$ cat src/rtl/sio_cfg_pkg.sv
package sio_cfg_pkg;

    localparam logic [7:0] KEY_ENTER   = 8'hA5;
    localparam logic [7:0] KEY_LEAVE   = 8'hAA;

    localparam logic [7:0] REG_DEVSEL  = 8'h07;
    localparam logic [7:0] REG_ACT     = 8'h30;
    localparam logic [7:0] REG_BASE_HI = 8'h60;
    localparam logic [7:0] REG_BASE_LO = 8'h61;

    localparam logic [7:0] READ_IDLE   = 8'hFF;

    typedef enum logic [1:0] {
        LK_IDLE   = 2'd0,
        LK_HALF   = 2'd1,
        LK_OPEN   = 2'd2
    } lock_state_e;

    typedef struct packed {
        logic [7:0] index;
        logic [7:0] devsel;
    } front_state_t;

    typedef struct packed {
        logic        act;
        logic [7:0]  base_hi;
        logic [7:0]  base_lo;
    } bank_state_t;

endpackage

$ cat src/rtl/sio_port_decode.sv
module sio_port_decode #(
    parameter int          ADDR_W   = 16,
    parameter logic [15:0] PAIR_DEF = 16'h004E,
    parameter logic [15:0] PAIR_ALT = 16'h002E
) (
    input  logic              strap_alt,
    input  logic [ADDR_W-1:0] io_addr,
    output logic              idx_hit,
    output logic              dat_hit
);
    localparam logic [ADDR_W-1:0] IDX_DEF = ADDR_W'(PAIR_DEF);
    localparam logic [ADDR_W-1:0] IDX_ALT = ADDR_W'(PAIR_ALT);

    logic [ADDR_W-1:0] idx_addr;
    logic [ADDR_W-1:0] dat_addr;

    always_comb begin
        idx_addr = strap_alt ? IDX_ALT : IDX_DEF;
        dat_addr = idx_addr + ADDR_W'(1);
        idx_hit  = (io_addr == idx_addr);
        dat_hit  = (io_addr == dat_addr);
    end

endmodule

$ cat src/rtl/sio_key_fsm.sv
module sio_key_fsm
    import sio_cfg_pkg::*;
(
    input  logic       clk,
    input  logic       rst_n,
    input  logic       idx_wr,
    input  logic [7:0] wdata,
    output logic       cfg_mode
);
    lock_state_e state_d, state_q;

    always_comb begin
        state_d = state_q;
        if (idx_wr) begin
            unique case (state_q)
                LK_IDLE: state_d = (wdata == KEY_ENTER) ? LK_HALF : LK_IDLE;
                LK_HALF: state_d = (wdata == KEY_ENTER) ? LK_OPEN : LK_IDLE;
                LK_OPEN: state_d = (wdata == KEY_LEAVE) ? LK_IDLE : LK_OPEN;
                default: state_d = LK_IDLE;
            endcase
        end
    end

    always_ff @(posedge clk) begin
        if (!rst_n) state_q <= LK_IDLE;
        else        state_q <= state_d;
    end

    assign cfg_mode = (state_q == LK_OPEN);

    // Opening needs a key byte in the cycle before and a half-open state.
    assert_open_needs_keys_R2: assert property (@(posedge clk) disable iff (!rst_n)
        $rose(cfg_mode) |-> ($past(idx_wr) && $past(wdata) == KEY_ENTER && $past(state_q) == LK_HALF));

    assert_half_from_idle_R2: assert property (@(posedge clk) disable iff (!rst_n)
        (state_q == LK_IDLE && !(idx_wr && wdata == KEY_ENTER)) |=> state_q != LK_OPEN);

    assert_stray_restarts_R3: assert property (@(posedge clk) disable iff (!rst_n)
        (state_q == LK_HALF && idx_wr && wdata != KEY_ENTER) |=> state_q == LK_IDLE);

    assert_leave_key_R4: assert property (@(posedge clk) disable iff (!rst_n)
        (cfg_mode && idx_wr && wdata == KEY_LEAVE) |=> !cfg_mode);

endmodule

$ cat src/rtl/sio_ldev_bank.sv
module sio_ldev_bank
    import sio_cfg_pkg::*;
(
    input  logic        clk,
    input  logic        rst_n,
    input  logic        wr_en,
    input  logic [7:0]  index,
    input  logic [7:0]  wdata,
    output logic [7:0]  rdata,
    output logic        active,
    output logic [15:0] base
);
    bank_state_t bank_d, bank_q;

    always_comb begin
        bank_d = bank_q;
        if (wr_en) begin
            unique case (index)
                REG_ACT:     bank_d.act     = wdata[0];
                REG_BASE_HI: bank_d.base_hi = wdata;
                REG_BASE_LO: bank_d.base_lo = wdata;
                default:     bank_d         = bank_q;
            endcase
        end
    end

    always_ff @(posedge clk) begin
        if (!rst_n) bank_q <= '0;
        else        bank_q <= bank_d;
    end

    always_comb begin
        unique case (index)
            REG_ACT:     rdata = {7'b0, bank_q.act};
            REG_BASE_HI: rdata = bank_q.base_hi;
            REG_BASE_LO: rdata = bank_q.base_lo;
            default:     rdata = 8'h00;
        endcase
    end

    assign active = bank_q.act;
    assign base   = {bank_q.base_hi, bank_q.base_lo};

    // Without a qualified write the bank holds still.
    assert_bank_hold_R8: assert property (@(posedge clk) disable iff (!rst_n)
        !wr_en |=> $stable(bank_q));

    assert_act_tracks_R9: assert property (@(posedge clk) disable iff (!rst_n)
        (wr_en && index == REG_ACT) |=> active == $past(wdata[0]));

endmodule

$ cat src/rtl/sio_cfg_unlock.sv
module sio_cfg_unlock
    import sio_cfg_pkg::*;
#(
    parameter int          ADDR_W   = 16,
    parameter int          NUM_LDEV = 4,
    parameter logic [15:0] PAIR_DEF = 16'h004E,
    parameter logic [15:0] PAIR_ALT = 16'h002E
) (
    input  logic                   clk,
    input  logic                   rst_n,
    input  logic                   strap_alt,
    input  logic [ADDR_W-1:0]      io_addr,
    input  logic                   io_wr,
    input  logic                   io_rd,
    input  logic [7:0]             io_wdata,
    output logic [7:0]             io_rdata,
    output logic [NUM_LDEV-1:0]    dev_active,
    output logic [16*NUM_LDEV-1:0] dev_iobase
);
    localparam int         SEL_W    = (NUM_LDEV > 1) ? $clog2(NUM_LDEV) : 1;
    localparam logic [7:0] LDEV_LIM = 8'(NUM_LDEV);

    logic idx_hit, dat_hit, cfg_mode;
    logic idx_wr, dat_wr;
    logic sel_ok;
    logic [SEL_W-1:0] sel;
    logic [7:0]  bank_rd   [NUM_LDEV];
    logic [15:0] bank_base [NUM_LDEV];

    front_state_t fs_d, fs_q;

    sio_port_decode #(
        .ADDR_W   (ADDR_W),
        .PAIR_DEF (PAIR_DEF),
        .PAIR_ALT (PAIR_ALT)
    ) u_dec (
        .strap_alt (strap_alt),
        .io_addr   (io_addr),
        .idx_hit   (idx_hit),
        .dat_hit   (dat_hit)
    );

    assign idx_wr = io_wr && idx_hit;
    assign dat_wr = io_wr && dat_hit;

    sio_key_fsm u_key (
        .clk      (clk),
        .rst_n    (rst_n),
        .idx_wr   (idx_wr),
        .wdata    (io_wdata),
        .cfg_mode (cfg_mode)
    );

    assign sel_ok = (fs_q.devsel < LDEV_LIM);
    assign sel    = fs_q.devsel[SEL_W-1:0];

    // Front registers: index and device select.
    always_comb begin
        fs_d = fs_q;
        if (cfg_mode && idx_wr) begin
            if (io_wdata == KEY_LEAVE) fs_d.index = 8'h00;
            else                       fs_d.index = io_wdata;
        end
        if (cfg_mode && dat_wr && fs_q.index == REG_DEVSEL)
            fs_d.devsel = io_wdata;
    end

    always_ff @(posedge clk) begin
        if (!rst_n) fs_q <= '0;
        else        fs_q <= fs_d;
    end

    generate
        for (genvar g = 0; g < NUM_LDEV; g++) begin : g_bank
            logic bank_we;
            assign bank_we = cfg_mode && dat_wr && sel_ok
                             && (fs_q.devsel == 8'(g))
                             && (fs_q.index != REG_DEVSEL);

            sio_ldev_bank u_bank (
                .clk    (clk),
                .rst_n  (rst_n),
                .wr_en  (bank_we),
                .index  (fs_q.index),
                .wdata  (io_wdata),
                .rdata  (bank_rd[g]),
                .active (dev_active[g]),
                .base   (bank_base[g])
            );

            assign dev_iobase[16*g +: 16] = dev_active[g] ? bank_base[g] : 16'h0000;

            assert_base_gated_R10: assert property (@(posedge clk) disable iff (!rst_n)
                $fell(dev_active[g]) |-> dev_iobase[16*g +: 16] == 16'h0000);
        end
    endgenerate

    // Read path.
    always_comb begin
        io_rdata = READ_IDLE;
        if (io_rd && cfg_mode && idx_hit) begin
            io_rdata = fs_q.index;
        end else if (io_rd && cfg_mode && dat_hit) begin
            if (fs_q.index == REG_DEVSEL) io_rdata = fs_q.devsel;
            else if (sel_ok)              io_rdata = bank_rd[sel];
            else                          io_rdata = 8'h00;
        end
    end

    assert_locked_no_select_R6: assert property (@(posedge clk) disable iff (!rst_n)
        (!cfg_mode && dat_wr) |=> $stable(fs_q.devsel));

    assert_leave_clears_index_R11: assert property (@(posedge clk) disable iff (!rst_n)
        $fell(cfg_mode) |-> (fs_q.index == 8'h00 && $stable(fs_q.devsel)));

    assert_locked_reads_R6: assert property (@(posedge clk) disable iff (!rst_n)
        (!cfg_mode && io_rd && (idx_hit || dat_hit)) |-> io_rdata == READ_IDLE);

endmodule

$ cat config.mk
export PLATFORM = sky130hd
export DESIGN_NAME = sio_cfg_unlock
export DESIGN_NICKNAME = d
export VERILOG_FILES = /design/src/rtl/sio_cfg_pkg.sv /design/src/rtl/sio_port_decode.sv /design/src/rtl/sio_key_fsm.sv /design/src/rtl/sio_ldev_bank.sv /design/src/rtl/sio_cfg_unlock.sv
export SDC_FILE = /design/constraint.sdc
export NUM_CORES = 1
export LEC_CHECK = 0
export BUFFER_PORTS_ARGS = -buffer_cell sky130_fd_sc_hd__buf_2
export CAP_MARGIN = 20
export CORE_AREA = 8 8 151 125
export CTS_CLUSTER_SIZE = 40
export DETAILED_ROUTE_END_ITERATION = 12
export DIE_AREA = 0 0 159 133
export PLACE_DENSITY = 0.58
export SYNTH_ARGS = -nofsm -noshare
export SYNTH_HDL_FRONTEND = slang
export SYNTH_SLANG_ARGS = --single-unit
$ cat constraint.sdc
create_clock -name clk -period 3.2 [get_ports clk]
set_input_delay 0.96 -clock clk [delete_from_list [all_inputs] [get_ports clk]]
set_output_delay 0.96 -clock clk [all_outputs]
set_load 0.05 [all_outputs]
======== After elaboration in Yosys (flattened, before gate mapping) ========
Cells that the tools add are included.
storage, ports and cells
  logic and storage cells ................. 85
  flip-flop bits (word level) ............. 86
  input port bits ......................... 29
operators by class
  add/sub/neg operators ................... 1
  eq/ne operators ......................... 14
  multiplexer cells ....................... 21
  $lt $le $gt $ge ......................... 2
  bitwise gates (word level) .............. 1
  reduce and logical (&&, ||, !) cells .... 31
operator list
  kind                                                       number
  one-hot mux 8 bit (3 select lines)                         4
  2-to-1 mux 16 bit                                          4
  2-to-1 mux 8 bit                                           7
  equality test 16 bit                                       2
  AND reduction 2 bit                                        12
  logical AND 1 bit                                          17
  adder 16 x 1 -> 16 bit (second input constant)             1
  binary-select mux 8 bit (select 2 bit)                     1
  equality test 8 x 2 -> 1 bit (second input constant)       2
  equality test 8 x 7 -> 1 bit (second input constant)       2
  equality test 8 bit (second input constant)                2
  equality test 8 x 1 -> 1 bit (second input constant)       1
  equality test 8 x 3 -> 1 bit (second input constant)       1
  equality test 8 x 6 -> 1 bit (second input constant)       1
  zero test 8 bit                                            1
  < comparator 8 x 3 -> 1 bit (second input constant)        1
  inequality test 8 x 3 -> 1 bit (second input constant)     1
  2-to-1 mux 7 bit                                           1
  one-hot mux 2 bit (3 select lines)                         1
  2-to-1 mux 2 bit                                           2
  greater-or-equal comparator 3 bit (second input constant)  1
  inverter 2 -> 3 bit                                        1
  equality test 2 x 1 -> 1 bit (second input constant)       1
  equality test 2 bit (second input constant)                1
  2 further kinds                                            2

======== Longest topological paths before layout ========
Gate-level depths: netlist (run 1).
  depth in word-level cells ............... 9
  gate-level depth with buffers ........... 8

======== Hierarchy ========
A second synthesis (run 1) with hierarchy kept.
second synthesis, totals
  cell total of the unflattened synthesis .. 527
  area total of the unflattened synthesis .. 4997.3 µm²
by module, submodules not included
  module           seq. area each (µm²)  times used  cells an instance  area each (µm²)
  sio_ldev_bank    340.3                 4           82                 813.3
  sio_cfg_unlock   320.3                 1           173                1506.4
  sio_key_fsm      40.0                  1           14                 142.6
  sio_port_decode  0.0                   1           12                 95.1

======== Worst setup path before layout (run 1) ========
No wires, ideal clock.
  path type ............................... in2out
  start ................................... input port strap_alt
  end ..................................... output port io_rdata[1]
  data required time ...................... 2.240 ns
  stages .................................. 6
  buffers on the path ..................... 2
  data arrival time ....................... 2.850 ns
  slack ................................... -0.610 ns
  cell sequence ........................... and3b_1 > o2111ai_1 > nor3_1 > clkbuf_1 > buf_2 > a41oi_1
on the way
  cells in the longest elaborated chain, start to end .. 6
ends and longest elaborated chain
  element                 RTL line               text
  from (decl)             sio_cfg_unlock.sv:11   input logic strap_alt,
  2-to-1 mux 7 bit *      sio_port_decode.sv:18  idx_addr = strap_alt ? IDX_ALT : IDX_DEF;
  adder 16 x 1 -> 16 bit  sio_port_decode.sv:19  dat_addr = idx_addr + ADDR_W'(1);
  equality test 16 bit    sio_port_decode.sv:21  dat_hit = (io_addr == dat_addr);
  logical AND 1 bit       sio_cfg_unlock.sv:103  end else if (io_rd && cfg_mode && dat_hit) begin
  2-to-1 mux 8 bit        sio_cfg_unlock.sv:103
  2-to-1 mux 8 bit *      sio_cfg_unlock.sv:101  if (io_rd && cfg_mode && idx_hit) begin
  to (decl)               sio_cfg_unlock.sv:16   output logic [7:0] io_rdata,
Mark *: on every way between the ends. The rest lies on a longest branch, timed or not.

======== Worst setup path after layout (run 1) ========
  start ................................... input port io_addr[7]
  end ..................................... output port io_rdata[3]
on the way
  cells in the longest elaborated chain, start to end .. 4
ends and longest elaborated chain
  element               RTL line               text
  from (decl)           sio_cfg_unlock.sv:12   input logic [ADDR_W-1:0] io_addr,
  equality test 16 bit  sio_port_decode.sv:21
  logical AND 1 bit     sio_cfg_unlock.sv:103
  2-to-1 mux 8 bit      sio_cfg_unlock.sv:103
  2-to-1 mux 8 bit *    sio_cfg_unlock.sv:101
Marked as above.

==> results of run 1 <==
==> cell usage after synthesis, drive strengths merged, types with 5 or more instances <==
cell | instances | area, um^2
dfxtp | 86 | 1720
o21ai | 75 | 375
nand3 | 70 | 350
a21oi | 68 | 340
and2 | 66 | 413
buf | 38 | 210
nand2 | 31 | 116
clkbuf | 24 | 91.3
mux2i | 22 | 220
nor2 | 16 | 60.1
mux4 | 14 | 315
nor3 | 12 | 110
nand4 | 9 | 56.3
inv | 7 | 26.3
nor4 | 7 | 88.8
o22a | 7 | 62.6
or4 | 6 | 48.8
or3 | 5 | 32.5
==> worst max-delay path by stage <==
stage | startpoint | endpoint | slack (ns) | depth (start not counted)
finish | io_addr[7] | io_rdata[3] | -0.20 | 6
global route | io_addr[7] | io_rdata[3] | -0.27 | 6
CTS | io_addr[11] | io_rdata[3] | -0.20 | 7
detailed placement | io_addr[4] | io_rdata[1] | -0.43 | 8
global placement | io_addr[4] | io_rdata[1] | -0.41 | 8
floorplan | io_addr[4] | io_rdata[0] | -0.19 | 5
==> repair_timing <==
action	4_1_cts	5_1_grt
buffers inserted	2	1
endpoints found under the setup margin	8	8
gates resized for setup	28	12
pin swaps	6	10
gates cloned	0	0
==> layout by cell type, fill, tap and decap left out, types with 22 or more instances in the layout <==
master	instances
o21ai_1	48
buf_2	92
mux2i_1	22
a21oi_1	68
and2_1	66
dfxtp_1	85
nand2_1	30
o21ai_0	27
nand3_1	70
buf_4	38
==> cells by family after synthesis <==
kind of cell           after synthesis  share of synthesized area
AOI/OAI and AO/OA                  166                      0.184
buffers and inverters               69                     0.0662
DFF                                 86                      0.348
muxes                               36                      0.108
and+or+nand+nor                    245                      0.294
==> worst max-delay path: cells and delay by family <==
family	cells	cell delay (ns)
compound gates	2	0.44
buf+inv	2	0.25
simple gates	2	0.80
==> metal layers <==
| metal | up-vias | wire (um) | GRT usage |
|---|---|---|---|
| met5 | - | 0 | 0 |
| met4 | 0 | 239 | 0.0424 |
| met3 | 20 | 1340 | 0.0381 |
| met2 | 212 | 7520 | 0.230 |
| met1 | 2290 | 8800 | 0.251 |
| li1 | 2378 | - | - |
==> where the power goes <==
group / internal (uW) / leakage [uW] / switching, uW / total (uW)
combinational: 26.2 / 0.00153 / 64.3 / 90.5
clock: 623 / 0.000148 / 439 / 1060
sequential: 1070 / 0.000693 / 0.000000606 / 1070
==> area by class of cell <==
cell class                      instances  area [um^2]
Clock buffer                           10          239
Clock inverter                          6         61.3
Fill cell                            1687         9920
Inverter                                7         26.3
Multi-Input combinational cell        447         3080
Sequential cell                        86         1720
Tap cell                              220          275
Timing Repair Buffer                  146          963
==> per-stage QoR <==
step | utilization | cells | TNS, ns | power, uW | hold slack [ns]
after CTS | 0.387 | 922 | -1.54 | 2230 | 0.487
after floorplan | - | 602 | -1.49 | 1130 | 0.450
after detailed placement | 0.362 | 904 | -3.22 | 1180 | 0.479
after global placement | 0.362 | 904 | -3.13 | 1180 | 0.476
final | 0.391 | 922 | -1.50 | 2220 | 0.487
after global routing | 0.391 | 922 | -2.08 | 2290 | 0.496
==> state kept, by name, summed over array words and instances, names as in the netlist <==
name,cells
fs_q,16
g_bank.u_bank.base,64
u_key.state_q,2
g_bank.u_bank.active,4
==> metrics.yaml, run 1 <==
die-area_um2: 21100
finalClockSkew_ns: 0.00704
r2r_cells: 6
ios: 105
syn_inst: 602
start_util: 0.304
cts.htree.levels: 3
placed_area_um2: 5900
syn_nets: 631
hold_viol: 0
worstPathRequired_ns: 2.24
ir_worst_vdd_uv: 228
violations: "setup timing"
netlist_area_um2: 4950
min-delay-start: "g_bank[3].u_bank.base[10]$_SDFFE_PN0P_"
relSlewSlack: 0.542
drc: 0
antenna_found_initial: 0
grt_pass1_wl_mm: 28.0
hpwlAfterDp_mm: 12.5
period_share: 1.06
r2r_end: "g_bank[1].u_bank.base[2]$_SDFFE_PN0P_"
num_rows: 42
max_freq_ghz: 0.294
clock_latency_ns: 0.35
maxSlewViolCount: 0
tritoncts: "yes"
grt_max_degree: 66
worstHoldEndpoint: "g_bank[3].u_bank.base[10]$_SDFFE_PN0P_"
fin_ws_ns: -0.202
min_period_ns: 3.40
die_w_um: 159
avgSynthCellArea_um2: 8.22
design_area_um2: 6370
pre_cts_ws_ns: -0.426
rrSetupSlack_ns: 0.64
synth_edf_count: 0
critical_path.startpoint_type: "input port"
cts.clk_slew.worst_paths_ns: 0.06
worst_pin_slew_ns: 0.687
grt_pass1_vias: 4689
hold-path-cell-count: 2
io_buffers: 104
synth_cell_types: 52
cts_sinks: 86
yosysWarnings: 0
ys.flop_type: "dfxtp_1"
n_antenna_cell: 0
crit_slowest_cell: "or4_4"
ys_seq_elements: 86
maxCapViolCount: 0
overflow: 0
setup.worst_path.end_class: "output pin"
rsz0062_at_grt: "true"
status: "complete, but fails checks"
cts_buffers: 9
core-area_um2: 16300
drive_above_1_share: 0.312
r2r-start: "fs_q[15]$_SDFFE_PN0P_"
cpPeakStageDelay_ns: 0.53
place_congestion: 0.921
ant_nets: 0
async_reset_ff_frac: 0
cp.arrival_ns: 2.44
setup_viol: 8
routed_wl_mm: 17.9
wire_per_inst_um: 19.4
drtPass1Iterations: 7
p_per_area_nw_per_um2: 349
cts_hold_buf: 0
grtUsageTotal: 0.167
first_iter_violations: 502
hold_class: "flop to flop"
vias: 4900
crit_fanout: 8
nets: 726
clockBufferDepth: 2
path_cells: "buf_6 > nor4_4 > o2111ai_2 > or4_4 > o22a_4 > buf_8"
viasPerCell: 5.31
die_y_um: 133
area_delta_synth_final_pct: 28.6
clock-root-buffer: "clkbuf_16"
worstSetupPathType: "input port to output pin"
p_leak_uw: 0.00237
seq_area_frac_synth: 0.348
(Power assumes the default switching activity.)
==> run 2, diff against run 1 <==
==> constraint.sdc (replaced) <==
create_clock -name clk -period 3.2 [get_ports clk]
set_input_delay 0 -clock clk [delete_from_list [all_inputs] [get_ports clk]]
set_output_delay 0 -clock clk [all_outputs]
set_load 0.05 [all_outputs]
==> run 2 against run 1 <==
Effect of this change: the flow now finishes without violations; combinational power is 14% lower; final area is 8.9% lower; die area stayed put; sequential power hardly changed; critical path type is now flop to output pin; highest routed layer unchanged.
==> metrics.yaml, run 2 (synthesis results as in run 1) <==
worstSetupPathType: "flop to output pin"
status: "finished, final reports clean"
placed_area_um2: 5530  # -6.2%
largest_reg_flops: 64  # unchanged
final_common_cell: "buf_2"
num_rows: 42  # unchanged
cts_sinks: 86  # unchanged
nets: 695  # -4.3%
final_cell_mix: "buf_2 (104), dfxtp_1 (86), nand3_1 (70)"
grt_pass1_vias: 4682  # -0.15%
ios: 105  # unchanged
ant_nets: 0  # unchanged
path_cells: "buf_4 > mux4_2 > mux2i_1 > o21ai_0 > o22a_1 > buf_2"
first_iter_violations: 509  # +1.4%
relSlewSlack: 0.517  # -0.0249
p_leak_uw: 0.00207  # -13%
setup.worst_path.end_class: "output pin"
critical_path.startpoint_type: "flop"
die_y_um: 133  # unchanged
clock-root-buffer: "clkbuf_16"
wire_per_inst_um: 19.9  # +2.2%
area_delta_synth_final_pct: 17.2
met1_length_mm: 8.17  # -7.2%
cpPeakStageDelay_ns: 0.78  # +0.25 ns
core-area_um2: 16300  # unchanged
design_area_um2: 5800  # -8.9%
drc: 0  # unchanged
drive_above_1_share: 0.243  # -0.0690
die-area_um2: 21100  # unchanged
regArea_um2: 1720  # about the same
maxSlewViolCount: 0  # unchanged
ir_worst_vdd_uv: 274  # +20%
grt_pass1_wl_mm: 28.0  # about the same
clockBufferDepth: 2  # unchanged
wl_met2_mm: 7.52  # about the same
rrSetupSlack_ns: 0.77  # +0.13 ns
top_layer: "met4"
min_period_ns: 2.65  # -0.754 ns
drtPass1Iterations: 5  # -2
grtUsageTotal: 0.164  # -0.00271
multiInputGateArea_um2: 2910  # -5.6%
cts.clk_slew.worst_paths_ns: 0.06  # about the same
routed_wl_mm: 17.7  # -1.2%
worstPathRequired_ns: 3.20  # +0.96 ns
cts_setup_buffers: 0  # -2
hold_viol: 0  # unchanged
grt_max_degree: 66  # unchanged
cts_hold_buf: 0  # unchanged
max_freq_ghz: 0.378  # +28%
cts.htree.levels: 3  # unchanged
maxCapViolCount: 0  # unchanged
r2r_cells: 5  # -1
setup_viol: 0  # -8
rsz0062_at_grt: "false"
p_per_area_nw_per_um2: 367  # +5.2%
die_w_um: 159  # unchanged
finalClockSkew_ns: 0.00695  # -0.0000925 ns
crit_fanout: 17  # +9
hold_class: "input port to flop"
cts_buffers: 9  # unchanged
period_share: 0.827  # -0.236
hpwlAfterDp_mm: 12.4  # -1.1%
post-route-util: 0.356  # -0.0346
crit_slowest_cell: "dfxtp_1"
clock_latency_ns: 0.34  # about the same
tritoncts: "yes"
hold-path-cell-count: 3  # +1
finalSetupTns_ns: 0  # +1.50 ns
cp.arrival_ns: 2.65  # +0.21 ns
wl_met3_mm: 1.65  # +24%
place_congestion: 0.894  # -3.0%
viasPerCell: 5.47  # +3.0%
n_antenna_cell: 0  # unchanged
antenna_found_initial: 0  # unchanged
fill_cells: 1729  # +2.5%
worst_pin_slew_ns: 0.723  # +0.0364 ns
io_buffers: 104  # unchanged
overflow: 0  # unchanged
cts_resized: 0  # -100%
start_util: 0.304  # unchanged
vias: 4877  # -0.47%
run 2: worst paths after layout:
| check | startpoint | endpoint |
|---|---|---|
| worst max-delay path | fs_q[0]$_SDFFE_PN0P_ | io_rdata[5] |
| worst min-delay path | io_wdata[6] | g_bank[2].u_bank.base[6]$_SDFFE_PN0P_ |
| worst max register to register | fs_q[15]$_SDFFE_PN0P_ | g_bank[1].u_bank.base[0]$_SDFFE_PN0P_ |
| worst min register to register | g_bank[0].u_bank.base[11]$_SDFFE_PN0P_ | g_bank[0].u_bank.base[11]$_SDFFE_PN0P_ |
run 2: layout make-up:
class	instances	share of cell area
inverters	7	0.00453
clock buffers	13	0.0431
multi-input cells	447	0.501
flip-flops and latches	86	0.297
clock inverters	3	0.00345
repair buffers	115	0.104
well taps	220	0.0474
run 2: critical path, delay by kind of cell (launching register included):
kind                   cells  cell delay [ns]
AOI/OAI and AO/OA          2             0.39
buffers and inverters      2             0.51
muxes                      2             0.62
DFF                        1             0.78
run 2: layer usage:
metal  GRT usage  vias to the layer above
met2       0.241                      246
met4      0.0403                        0
met3      0.0471                       25
met5           0                        -
li1            -                     2304
met1       0.230                     2302
run 2: stage by stage:
step	instances	setup slack, ns	hold WS, ns	power (uW)
floorplan	602	0.682	0.154	1130
global placement	875	0.812	0.424	1170
detailed placement	875	0.778	0.423	1170
CTS	891	0.597	0.0619	2140
global route	891	0.462	0.0736	2190
finish	891	0.552	0.0812	2130
run 2: power by group:
group	leakage (uW)	internal, uW	switching [uW]	total (uW)
Clock	0.000126	547	435	982
Combinational	0.00125	19.2	58.8	78.0
Sequential	0.000692	1070	0.000000678	1070
==> run 3, diff against run 2 <==
--- a/config.mk
+++ b/config.mk
@@ -11,7 +11,7 @@
 export CTS_CLUSTER_SIZE = 40
 export DETAILED_ROUTE_END_ITERATION = 12
 export DIE_AREA = 0 0 159 133
-export PLACE_DENSITY = 0.58
+export PLACE_DENSITY = 0.57
 export SYNTH_ARGS = -nofsm -noshare
 export SYNTH_HDL_FRONTEND = slang
 export SYNTH_SLANG_ARGS = --single-unit
==> constraint.sdc (replaced) <==
create_clock -name clk -period 2.5 [get_ports clk]
set_input_delay 0 -clock clk [delete_from_list [all_inputs] [get_ports clk]]
set_output_delay 0 -clock clk [all_outputs]
set_load 0.05 [all_outputs]
==> run 3 against run 2 <==
Effect of this change: clock-buffer cell count fell by 2; largest cell class unchanged; final area grew 3.7%; utilization rose by 1.3 points; non-clock buffer count is 13 higher; critical endpoint is now g_bank[3].u_bank.base[3]$_SDFFE_PN0P_; highest routed layer unchanged; clock skew rose by 0.0026 ns; worst setup slack worse by 0.50 ns; combinational power rose by 32%; sequential share of layout area down 1.0 points; register-to-register slack worse by 0.72 ns; via count increased by 1.5%; sequential cell count unchanged.
==> metrics.yaml, run 3 (synthesis results as in run 1) <==
overflow: 0  # unchanged
cts.clk_slew.worst_paths_ns: 0.07  # about the same
period_share: 0.980
hold-path-cell-count: 3  # unchanged
p_per_area_nw_per_um2: 454  # +24%
first_iter_violations: 360  # -29%
clockBufferDepth: 2  # unchanged
cp.arrival_ns: 2.67  # +0.02 ns
setup_viol: 0  # unchanged
largest_reg_flops: 64  # unchanged
tritoncts: "yes"
critical_path.startpoint_type: "flop"
status: "finished, final reports clean"
ios: 105  # unchanged
r2r_cells: 5  # unchanged
grt_pass1_wl_mm: 28.4  # +1.5%
worstPathRequired_ns: 2.72  # -0.48 ns
r2r_end: "g_bank[3].u_bank.base[3]$_SDFFE_PN0P_"
n_antenna_cell: 0  # unchanged
start_util: 0.304  # unchanged
design_area_um2: 6020  # +3.7%
drive_above_1_share: 0.275  # +0.0319
cts.htree.levels: 3  # unchanged
routed_wl_mm: 18.0  # +2.0%
hpwlAfterDp_mm: 12.4  # +0.17%
fill_cells: 1785  # +3.2%
max_freq_ghz: 0.408
fin_ws_ns: 0.0512  # -0.501 ns
setup.worst_path.end_class: "flop"
finalClockSkew_ns: 0.00954  # +0.00259 ns
grt_pass1_vias: 4765  # +1.8%
viasPerCell: 5.48  # about the same
pre_cts_ws_ns: 0.108  # -0.670 ns
finalSetupTns_ns: 0  # unchanged
rrSetupSlack_ns: 0.05  # -0.72 ns
grt_max_degree: 77  # +17%
drtPass1Iterations: 4  # -1
cts_setup_buffers: 0  # unchanged
die-area_um2: 21100  # unchanged
cts_hold_buf: 0  # unchanged
area_delta_synth_final_pct: 21.5
maxCapViolCount: 0  # unchanged
cts_sinks: 86  # unchanged
num_rows: 42  # unchanged
worstHoldEndpoint: "g_bank[1].u_bank.base[15]$_SDFFE_PN0P_"
rsz0062_at_grt: "true"
drc: 0  # unchanged
clock_latency_ns: 0.35  # about the same
hold_viol: 0  # unchanged
worstSetupPathType: "flop to flop"
die_y_um: 133  # unchanged
worst_pin_slew_ns: 0.696  # -0.0274 ns
nets: 708  # +1.9%
maxSlewViolCount: 0  # unchanged
min-delay-start: "io_wdata[7]"
relSlewSlack: 0.536  # +0.0189
final_common_cell: "buf_2"
hold_class: "input port to flop"
ant_nets: 0  # unchanged
final_cell_mix: "buf_2 (102), dfxtp_1 (85), nand3_1 (70)"
placed_area_um2: 5680  # +2.6%
io_buffers: 104  # unchanged
vias: 4951  # +1.5%
die_w_um: 159  # unchanged
wire_per_inst_um: 20.0  # +0.56%
r2r-start: "fs_q[10]$_SDFFE_PN0P_"
antenna_found_initial: 0  # unchanged
ir_worst_vdd_uv: 362  # +32%
place_congestion: 0.872  # -2.5%
clock-root-buffer: "clkbuf_16"
grtUsageTotal: 0.167  # +0.00288
cts_buffers: 9  # unchanged
core-area_um2: 16300  # unchanged
p_leak_uw: 0.00217  # +4.6%
crit_fanout: 14  # -3
min_period_ns: 2.45
run 3: per-layer routing:
layer | track usage | up-vias | part of all wire | routed length [um]
met2 | 0.240 | 237 | 0.42 | 7630
met4 | 0.0225 | 0 | 0.0070 | 127
met5 | 0 | - | 0 | 0
met3 | 0.0415 | 13 | 0.091 | 1640
li1 | - | 2330 | - | -
met1 | 0.248 | 2371 | 0.48 | 8650
run 3: report_power, final:
part	switching [uW]	internal (uW)	total (uW)
clock	582	675	1260
combinational	75.8	26.9	103
sequential	0.000000999	1370	1370
total	658	2070	2730
run 3: how the worst max path moves through the flow:
stage                          start                                    end  cells past startpoint
6_report       fs_q[10]$_SDFFE_PN0P_  g_bank[3].u_bank.base[3]$_SDFFE_PN0P_                      5
5_1_grt        fs_q[10]$_SDFFE_PN0P_  g_bank[1].u_bank.base[7]$_SDFFE_PN0P_                      5
4_1_cts        fs_q[15]$_SDFFE_PN0P_                            io_rdata[0]                      7
3_5_place_dp   fs_q[15]$_SDFFE_PN0P_  g_bank[2].u_bank.base[2]$_SDFFE_PN0P_                      5
3_3_place_gp   fs_q[15]$_SDFFE_PN0P_  g_bank[3].u_bank.base[1]$_SDFFE_PN0P_                      5
2_1_floorplan  fs_q[15]$_SDFFE_PN0P_  g_bank[1].u_bank.base[0]$_SDFFE_PN0P_                      7
run 3: cell type report:
type	instances	area, um^2	area share
repair buffers	128	751	0.125
inverters	7	26.3	0.00437
clock inverters	5	33.8	0.00562
flip-flops and latches	86	1720	0.286
clock buffers	11	233	0.0387
well taps	220	275	0.0458
multi-input cells	447	2970	0.494
run 3: per-stage QoR:
stage / power (uW) / utilization / hold WS (ns) / cells
detailed placement: 1500 / 0.348 / 0.422 / 888
global route: 2810 / 0.369 / 0.0625 / 904
global placement: 1500 / 0.348 / 0.418 / 888
finish: 2730 / 0.369 / 0.0810 / 904
floorplan: 1450 / - / 0.154 / 602
CTS: 2740 / 0.366 / 0.0521 / 904
run 3: worst max-delay path, stage by stage, from the launching register on:
cell and delay, ns:
dfxtp_1 0.33, or4_4 0.62, or2_4 0.39, or4_1 0.70, o21ai_1 0.19, a21oi_1 0.08
run 3: what timing repair did:
action | CTS | global route
setup endpoints to repair | 5 | 13
pin swaps | 0 | 4
resized for setup | 5 | 18
endpoints found under the hold margin | 0 | 0
